[config.mk]
export PLATFORM = sky130hd
export DESIGN_NAME = rowcopy_ctrl
export DESIGN_NICKNAME = d
export VERILOG_FILES = /design/src/rtl/rowcopy_pkg.sv /design/src/rtl/rowcopy_rules.sv /design/src/rtl/rowcopy_seq.sv /design/src/rtl/rowcopy_flag.sv /design/src/rtl/rowcopy_ctrl.sv
export SDC_FILE = /design/constraint.sdc
export NUM_CORES = 1
export LEC_CHECK = 0
export BUFFER_PORTS_ARGS = -buffer_cell sky130_fd_sc_hd__buf_4
export CORE_UTILIZATION = 48
export CTS_BUF_LIST = sky130_fd_sc_hd__clkbuf_4 sky130_fd_sc_hd__clkbuf_8 sky130_fd_sc_hd__clkbuf_16
export CTS_CLUSTER_DIAMETER = 120
export CTS_CLUSTER_SIZE = 16
export DETAILED_ROUTE_END_ITERATION = 8
export PLACE_DENSITY_LB_ADDON = 0.25
export SLEW_MARGIN = 0
export SYNTH_ARGS = -nofsm -noshare
export SYNTH_HDL_FRONTEND = slang
export SYNTH_HIERARCHICAL = 1
export SYNTH_SLANG_ARGS = --single-unit
export TNS_END_PERCENT = 1
[constraint.sdc]
create_clock -name clk_i -period 3.8 [get_ports clk_i]
set_clock_uncertainty 0.15 [all_clocks]
set_input_delay 0.38 -clock clk_i [delete_from_list [all_inputs] [get_ports clk_i]]
set_output_delay 0.38 -clock clk_i [all_outputs]
set_load 0.005 [all_outputs]
[src/rtl/rowcopy_pkg.sv]
package rowcopy_pkg;
  localparam logic [7:0] PROT_LOCK = 8'h55;
  localparam logic [7:0] PROT_OTP  = 8'hAA;
  localparam int ROW_BYTES = 8;

  typedef enum logic [1:0] {
    ROW_MAIN = 2'd0,
    ROW_REG  = 2'd1,
    ROW_USER = 2'd2,
    ROW_RSV  = 2'd3
  } row_kind_e;

  function automatic logic lock_on(input logic [7:0] b);
    return (b == PROT_LOCK) || (b == PROT_OTP);
  endfunction
endpackage

[src/rtl/rowcopy_rules.sv]
module rowcopy_rules
  import rowcopy_pkg::*;
#(
  parameter int NUM_PAGES     = 4,
  parameter int ROWS_PER_PAGE = 4,
  parameter int ADDR_W        = 8
) (
  input  logic [ADDR_W-1:0]      copy_addr_i,
  input  logic [ADDR_W-1:0]      sp_addr_i,
  input  logic                   sp_pf_i,
  input  logic [2:0]             sp_end_i,
  input  logic [NUM_PAGES*8-1:0] page_prot_i,
  input  logic [7:0]             copy_prot_i,
  output logic                   allow_o
);
  localparam int ROW_W     = ADDR_W - 3;
  localparam int MAIN_ROWS = NUM_PAGES * ROWS_PER_PAGE;
  localparam int PAGE_W    = (NUM_PAGES > 1) ? $clog2(NUM_PAGES) : 1;

  logic [7:0]       prot_arr [NUM_PAGES];
  logic [ROW_W-1:0] row;
  logic [PAGE_W-1:0] page_idx;
  row_kind_e        kind;
  logic [7:0]       page_prot;
  logic             sp_ok, addr_ok, lock;

  for (genvar g = 0; g < NUM_PAGES; g++) begin : g_prot
    assign prot_arr[g] = page_prot_i[g*8 +: 8];
  end

  assign row = copy_addr_i[ADDR_W-1:3];

  always_comb begin
    if (row < ROW_W'(MAIN_ROWS))           kind = ROW_MAIN;
    else if (row == ROW_W'(MAIN_ROWS))     kind = ROW_REG;
    else if (row == ROW_W'(MAIN_ROWS + 1)) kind = ROW_USER;
    else                                   kind = ROW_RSV;
  end

  assign page_idx  = PAGE_W'(row / ROW_W'(ROWS_PER_PAGE));
  assign page_prot = (kind == ROW_MAIN) ? prot_arr[page_idx] : 8'h00;

  assign sp_ok   = !sp_pf_i && (sp_end_i == 3'd7);
  assign addr_ok = (copy_addr_i[2:0] == 3'd0) && (copy_addr_i == sp_addr_i);
  assign lock    = lock_on(copy_prot_i);

  always_comb begin
    allow_o = sp_ok && addr_ok;
    unique case (kind)
      ROW_RSV:           allow_o = 1'b0;
      ROW_REG, ROW_USER: if (lock) allow_o = 1'b0;
      ROW_MAIN:          if (lock && page_prot == PROT_LOCK) allow_o = 1'b0;
      default:           allow_o = 1'b0;
    endcase
  end
endmodule

[src/rtl/rowcopy_seq.sv]
module rowcopy_seq
  import rowcopy_pkg::*;
#(
  parameter int ADDR_W = 8
) (
  input  logic                clk_i,
  input  logic                rst_ni,
  input  logic                start_i,
  input  logic [ADDR_W-4:0]   row_i,
  input  logic [63:0]         data_i,
  output logic                busy_o,
  output logic                done_o,
  output logic [ADDR_W-1:0]   wr_addr_o,
  output logic [7:0]          wr_data_o
);
  logic [2:0]        cnt_q;
  logic [ADDR_W-4:0] row_q;
  logic              busy_q;
  logic [7:0]        bytes_q [ROW_BYTES];

  always_ff @(posedge clk_i or negedge rst_ni) begin
    if (!rst_ni) begin
      busy_q <= 1'b0;
      cnt_q  <= 3'd0;
      row_q  <= '0;
    end else if (start_i) begin
      busy_q <= 1'b1;
      cnt_q  <= 3'd0;
      row_q  <= row_i;
    end else if (busy_q) begin
      if (cnt_q == 3'd7) busy_q <= 1'b0;
      cnt_q <= cnt_q + 3'd1;
    end
  end

  // snapshot so later scratchpad writes cannot leak into the copy
  for (genvar b = 0; b < ROW_BYTES; b++) begin : g_byte
    always_ff @(posedge clk_i or negedge rst_ni) begin
      if (!rst_ni)      bytes_q[b] <= 8'h00;
      else if (start_i) bytes_q[b] <= data_i[b*8 +: 8];
    end
  end

  assign busy_o    = busy_q;
  assign done_o    = busy_q && (cnt_q == 3'd7);
  assign wr_addr_o = {row_q, cnt_q};
  assign wr_data_o = bytes_q[cnt_q];
endmodule

[src/rtl/rowcopy_flag.sv]
module rowcopy_flag (
  input  logic clk_i,
  input  logic rst_ni,
  input  logic set_i,
  input  logic clr_i,
  output logic flag_o
);
  always_ff @(posedge clk_i or negedge rst_ni) begin
    if (!rst_ni)     flag_o <= 1'b0;
    else if (set_i)  flag_o <= 1'b1;
    else if (clr_i)  flag_o <= 1'b0;
  end
endmodule

[src/rtl/rowcopy_ctrl.sv]
module rowcopy_ctrl
  import rowcopy_pkg::*;
#(
  parameter int NUM_PAGES     = 4,
  parameter int ROWS_PER_PAGE = 4,
  parameter int ADDR_W        = 8
) (
  input  logic                   clk_i,
  input  logic                   rst_ni,
  input  logic                   copy_req_i,
  input  logic [ADDR_W-1:0]      copy_addr_i,
  input  logic [ADDR_W-1:0]      sp_addr_i,
  input  logic                   sp_pf_i,
  input  logic [2:0]             sp_end_i,
  input  logic                   sp_wr_i,
  input  logic [63:0]            sp_data_i,
  input  logic [NUM_PAGES*8-1:0] page_prot_i,
  input  logic [7:0]             copy_prot_i,
  output logic                   grant_o,
  output logic                   deny_o,
  output logic                   busy_o,
  output logic                   wr_en_o,
  output logic [ADDR_W-1:0]      wr_addr_o,
  output logic [7:0]             wr_data_o,
  output logic                   aa_o
);
  logic allow, take, start, done, busy;

  rowcopy_rules #(
    .NUM_PAGES    (NUM_PAGES),
    .ROWS_PER_PAGE(ROWS_PER_PAGE),
    .ADDR_W       (ADDR_W)
  ) u_rules (
    .copy_addr_i (copy_addr_i),
    .sp_addr_i   (sp_addr_i),
    .sp_pf_i     (sp_pf_i),
    .sp_end_i    (sp_end_i),
    .page_prot_i (page_prot_i),
    .copy_prot_i (copy_prot_i),
    .allow_o     (allow)
  );

  // requests during a running copy are dropped
  assign take  = copy_req_i && !busy;
  assign start = take && allow;

  always_ff @(posedge clk_i or negedge rst_ni) begin
    if (!rst_ni) begin
      grant_o <= 1'b0;
      deny_o  <= 1'b0;
    end else begin
      grant_o <= start;
      deny_o  <= take && !allow;
    end
  end

  rowcopy_seq #(.ADDR_W(ADDR_W)) u_seq (
    .clk_i     (clk_i),
    .rst_ni    (rst_ni),
    .start_i   (start),
    .row_i     (copy_addr_i[ADDR_W-1:3]),
    .data_i    (sp_data_i),
    .busy_o    (busy),
    .done_o    (done),
    .wr_addr_o (wr_addr_o),
    .wr_data_o (wr_data_o)
  );

  rowcopy_flag u_flag (
    .clk_i  (clk_i),
    .rst_ni (rst_ni),
    .set_i  (done),
    .clr_i  (sp_wr_i),
    .flag_o (aa_o)
  );

  assign busy_o  = busy;
  assign wr_en_o = busy;
endmodule

[Word-level counts from Yosys, hierarchy flattened]
Index checks and enable logic that the tools add are counted.
Cells by class
  $lt $le $gt $ge: 3
  bitwise logic cells: 2
  add/subtract/negate cells: 1
  equality and inequality tests: 11
  mux-type cells: 20
  reductions and logical operators: 17
Operators by type and width (number)
  2-to-1 mux 8 bit: 5
  binary-select mux 8 bit (select 3 bit): 1
  binary-select mux 8 bit (select 2 bit): 1
  == test 8 x 7 -> 1 bit (second input constant): 2
  == test 5 bit (second input constant): 2
  == test 8 bit: 1
  == test 8 bit (second input constant): 1
  logical AND 1 bit: 8
  2-to-1 mux 1 bit: 8
  == test 3 bit (second input constant): 2
  2-to-1 mux 3 bit: 2
  < comparator 5 bit (second input constant): 1
  == test 2 bit (second input constant): 2
  >= comparator 4 bit (second input constant): 1
  2-to-1 mux 2 bit: 2
  inverter 3 -> 4 bit: 1
  nonzero test 2 bit: 2
  adder 3 x 1 -> 3 bit (second input constant): 1
  >= comparator 3 bit (second input constant): 1
  logical NOT 1 bit: 3
  logical NOT 3 bit: 1
  inverter 2 -> 3 bit: 1
  one-hot mux 1 bit (3 select lines): 1
  == test 2 x 1 -> 1 bit (second input constant): 1
  other kinds (3): 3
Storage, ports and cells
  flip-flop bits (word level): 76
  logic and storage cells: 68
  output and inout port bits: 21

[Longest topological paths before layout]
  word-level depth: 12
  mapped depth: 13
  depth with buffers taken out: 11

[Cells and area by module]
The synthesis kept the hierarchy.
By module, submodules not included
  rowcopy_seq: area an instance 3279.4 µm², times used 1, sequential area each 1826.8 µm², cells an instance 190
  rowcopy_rules: area an instance 339.1 µm², times used 1, sequential area each 0.0 µm², cells an instance 43
  rowcopy_ctrl: area an instance 78.8 µm², times used 1, sequential area each 50.0 µm², cells an instance 5
  rowcopy_flag: area an instance 36.3 µm², times used 1, sequential area each 25.0 µm², cells an instance 3

[Least setup slack after synthesis]
Ideal clock, no wire load.
  path kind: input-to-reg
  start: input port copy_addr_i[5]
  end: register u_seq/bytes_q[0] (netlist bit)
  setup slack: 0.991 ns
  data required time: 3.525 ns
  stages on the path: 11
  arrival time: 2.534 ns
  buffers on the path: 2
  library setup time: 0.125 ns
  path through: or3_1 > o21ai_1 > inv_1 > ha_1 > nor3_1 > nand4_1 > a21oi_2 > and3b_1 > clkbuf_1 > buf_2 > mux2_2
On the way
  longest elaborated chain between the ends: 11
RTL lines
  start: declaration: RTL line rowcopy_ctrl.sv:11  | input logic [ADDR_W-1:0] copy_addr_i,
  == test 5 bit: RTL line rowcopy_rules.sv:36  | else if (row == ROW_W'(MAIN_ROWS + 1)) kind = ROW_USER;
  2-to-1 mux 1 bit: RTL line rowcopy_rules.sv:36
  2-to-1 mux 2 bit: RTL line rowcopy_rules.sv:35  | else if (row == ROW_W'(MAIN_ROWS)) kind = ROW_REG;
  2-to-1 mux 2 bit: RTL line rowcopy_rules.sv:34  | if (row < ROW_W'(MAIN_ROWS)) kind = ROW_MAIN;
  logical NOT 2 bit: RTL line rowcopy_rules.sv:41, rowcopy_rules.sv:49
  2-to-1 mux 8 bit: RTL line rowcopy_rules.sv:41  | assign page_prot = (kind == ROW_MAIN) ? prot_arr[page_idx] : 8'h00;
  == test 8 x 7 -> 1 bit: RTL line rowcopy_rules.sv:52  | ROW_MAIN: if (lock && page_prot == PROT_LOCK) allow_o = 1'b0;
  logical AND 1 bit: RTL line rowcopy_rules.sv:52
  2-to-1 mux 1 bit: RTL line rowcopy_rules.sv:52
  one-hot mux 1 bit (3 select lines) *: RTL line rowcopy_rules.sv:49  | unique case (kind)
  named net allow: RTL line rowcopy_ctrl.sv:27  | logic allow, take, start, done, busy;
  logical AND 1 bit *: RTL line rowcopy_ctrl.sv:45  | assign start = take && allow;
  named net start: RTL line rowcopy_ctrl.sv:27
  end signal: indexed assignment: RTL line rowcopy_seq.sv:40  | else if (start_i) bytes_q[b] <= data_i[b*8 +: 8];
  end: declaration: RTL line rowcopy_seq.sv:19  | logic [7:0] bytes_q [ROW_BYTES];
The timed path passes the listed nets; every way through them passes the cells marked *. The select of a mux whose other input is x is not followed.
A chain may end at the register's enable or synchronous reset.

[Worst setup path in the final report]
  start: input port copy_addr_i[5]
  end: register u_seq/bytes_q[47] (netlist bit)
Same word-level chain as after synthesis.

==> results.json <==
{
  "status": "finished clean",
  "layout-drive-gt1-share_pct": 63.0,
  "cts_buffer_depth": 2,
  "multi_input_area_um2": 1720,
  "crit_type": "in -> reg",
  "report.power.total_mw": 1.53,
  "synth_seq_area_share_pct": 50.9,
  "worst-path-max-fanout": 58,
  "clock-root-buffer": "clkbuf_8",
  "data_arrival_time_at_the_worst_slack_endpoint_ps": 2900,
  "yosys_warnings": 6,
  "row_count": 31,
  "detail_route.drc_violations": 0,
  "period_utilization_pct": 74.7,
  "filler_cell_count": 552,
  "clkLatencyLatePin_ps": 330,
  "synth.ff_latch_count": 76,
  "maxcap_viol_count": 0,
  "grt_max_degree": 77,
  "diodes": 0,
  "postRouteWirelength_mm": 8.10,
  "clock_sinks": 76,
  "count_of_instances_resized_after_the_clock_tree_is_built": 0,
  "grt_util_all_layers_pct": 20.8,
  "synthToLayoutAreaGrowth_pct": 36.5,
  "worstPathRequired_ps": 3870,
  "clkSlewWorstSetupHoldPaths_ps": 70,
  "setup-tns-final_ps": 0,
  "dieWidth_um": 90.2,
  "cts_tree": "built",
  "synth_top_area_share_pct": 50.9,
  "finalCoreUtilization_pct": 69.1,
  "syn_nets": 373,
  "dieHeight_um": 90.2,
  "routed_via_density": 5.27,
  "synth_area_um2": 3730,
  "cts_hold_buffers": 0,
  "post-cts-setup-buffer-count": 0,
  "synthesis.area_per_instance_um2": 15.5,
  "switching_power_share_of_the_total_pct": 21.1,
  "synth_edf_count": 0,
  "finalSetupViolations": 0,
  "drtPass1Iterations": 4,
  "grt_pass1_wl_mm": 13.2,
  "endpoint_kind": "register",
  "tritoncts_buffer_count": 9,
  "power.static_leakage_nw": 2.74,
  "power.share.combinational_pct": 9.3,
  "ff_latch_area_um2": 1900,
  "design.portCount": 149,
  "timing_hold_violations_final": 0,
  "floorplan.initialDensity_pct": 50.7,
  "share_seq_of_total_power_pct": 52.9,
  "proportion_of_synthesized_flip_flops_having_asynchronous_set_or_reset_pct": 100,
  "synthFlopType": "dfrtp_1",
  "dp_hpwl_mm": 6.00,
  "drt_iter0_drc": 84,
  "place_area_um2": 4910,
  "netlist.top_cell.by_area": "dfrtp_1",
  "post_synth_inst_count": 241,
  "routabilityCongestion": 0.747,
  "power_per_cell_area_nw_per_um2": 301,
  "timing.max_slew.rel_slack_pct": 38.5,
  "whs_ps": 21.1,
  "worstSetupStartpointType": "primary input",
  "final_max_slew_viols": 0,
  "final_period_minus_worst_setup_slack_ps": 2840,
  "post-route-cell-area_um2": 5090,
  "synth_most_common_cell": "mux2_2",
  "rsz0062_at_grt": "no",
  "first_global_vias": 2776,
  "dr_total_vias": 2590,
  "netlist_top_cells_count": "77 x mux2_2, 76 x dfrtp_1, 16 x mux4_1",
  "internal_power_mw": 1.21,
  "pwr-share-clk_pct": 37.9,
  "worst_pin_slew_ps": 923,
  "cts_h_tree_lvls": 3,
  "port-buffer-count": 148,
  "netlist-cell-type-count": 33,
  "synth.area.top_cells": "dfrtp_1 51%, mux2_2 23%, mux4_1 11%",
  "fmax_mhz": 352,
  "final_net_count": 520,
  "hold_class": "in -> async",
  "number_of_antenna_violations_at_the_first_check_in_global_routing": 0,
  "core_region_area_um2": 7370,
  "grt_overflow_total": 0,
  "wire_per_inst_um": 16.5,
  "power.net_switching_uw": 323,
  "area_of_the_die_um2": 8140,
  "irDropWorstVdd_mv": 0.217,
  "antenna_violation_net_count_after_detailed_routing": 0
}
[layout make-up]
| cell class | instances | share of cell area, % |
|---|---|---|
| inverter | 6 | 0.442 |
| multi-input combinational | 145 | 33.8 |
| clock inverter | 5 | 1.06 |
| clock buffer | 10 | 2.58 |
| tap | 99 | 2.43 |
| sequential | 76 | 37.3 |
| timing repair buffer | 150 | 22.3 |
[worst max-delay path: stages]
cell	delay [ps]
buf_4	140
or3_1	360
o21ai_1	160
ha_1	200
inv_1	50
a41oi_1	160
nand4_1	130
a21oi_2	180
and3b_4	400
buf_12	330
mux2_2	390
[through the flow]
stage | worst slack [ps] | std cells
5_1_grt | 801 | 491
2_1_floorplan | 991 | 241
6_report | 962 | 491
3_5_place_dp | 600 | 476
3_3_place_gp | 631 | 476
4_1_cts | 959 | 491
[routing by layer]
metal | vias to the layer above | wire, µm | share of wire [%] | global-route usage, %
li1 | 1215 | - | - | -
met1 | 1272 | 3360 | 41 | 25.9
met2 | 96 | 4130 | 51 | 35.2
met3 | 7 | 537 | 6.6 | 6.60
met4 | 0 | 82 | 1.0 | 5.38
met5 | - | 0 | 0 | 0
[state kept, by name (all words and copies together), names as in the netlist]
name / flops
grant_o: 1
u_flag/flag_o: 1
deny_o: 1
u_seq/busy_o: 1
u_seq/row_q: 5
u_seq/cnt_q: 3
u_seq/bytes_q: 64
[power groups by stage]
| stage | Sequential (mW) | Clock (mW) | Combinational [mW] |
|---|---|---|---|
| 2_1_floorplan | 0.826 | 0 | 0.0195 |
| 3_3_place_gp | 0.826 | 0 | 0.141 |
| 3_5_place_dp | 0.826 | 0 | 0.144 |
| 4_1_cts | 0.810 | 0.597 | 0.144 |
| 5_1_grt | 0.810 | 0.631 | 0.156 |
| 6_report | 0.810 | 0.580 | 0.142 |
[worst paths after layout]
path / from / endpoint / slack (ps) / cells past startpoint
min: rst_ni / u_seq/bytes_q[22]$_DFFE_PN0P_ / 20 / 1
max reg2reg: u_seq/busy_o$_DFF_PN0_ / u_seq/bytes_q[47]$_DFFE_PN0P_ / 1740 / 3
max in group asynchronous: rst_ni / u_seq/bytes_q[11]$_DFFE_PN0P_ / 2870 / 1
max: copy_addr_i[5] / u_seq/bytes_q[47]$_DFFE_PN0P_ / 960 / 11
min in group clk_i: sp_data_i[12] / u_seq/bytes_q[52]$_DFFE_PN0P_ / 120 / 2
min reg2reg: u_flag/flag_o$_DFFE_PN0P_ / u_flag/flag_o$_DFFE_PN0P_ / 340 / 1
[placed cells by master, fill, tap and decap left out, types with 3 or more instances in the layout]
master / count
clkbuf_8: 9
ha_1: 4
nand2_1: 4
mux4_1: 16
mux2_2: 77
nor4bb_1: 10
nand4b_1: 3
buf_4: 149
dfrtp_1: 76
inv_1: 6
nor2_1: 3
xor2_1: 5
clkinv_2: 3
[kinds of logic (layout without fill, tap and decap cells)]
family                   count (synthesis)  in the layout  synth area share, %
XOR/XNOR                                 6              6                 1.41
AO/OA/AOI/OAI                            6              6                 1.21
flip-flops                              76             76                 50.9
adder cells (fa/ha/maj)                  4              4                 1.34
buffers and inverters                   20            171                 3.02
multiplexers                            95             95                 35.0
AND/OR/NAND/NOR                         34             34                 7.07
Note: power is estimated with default switching activity, not from simulation.
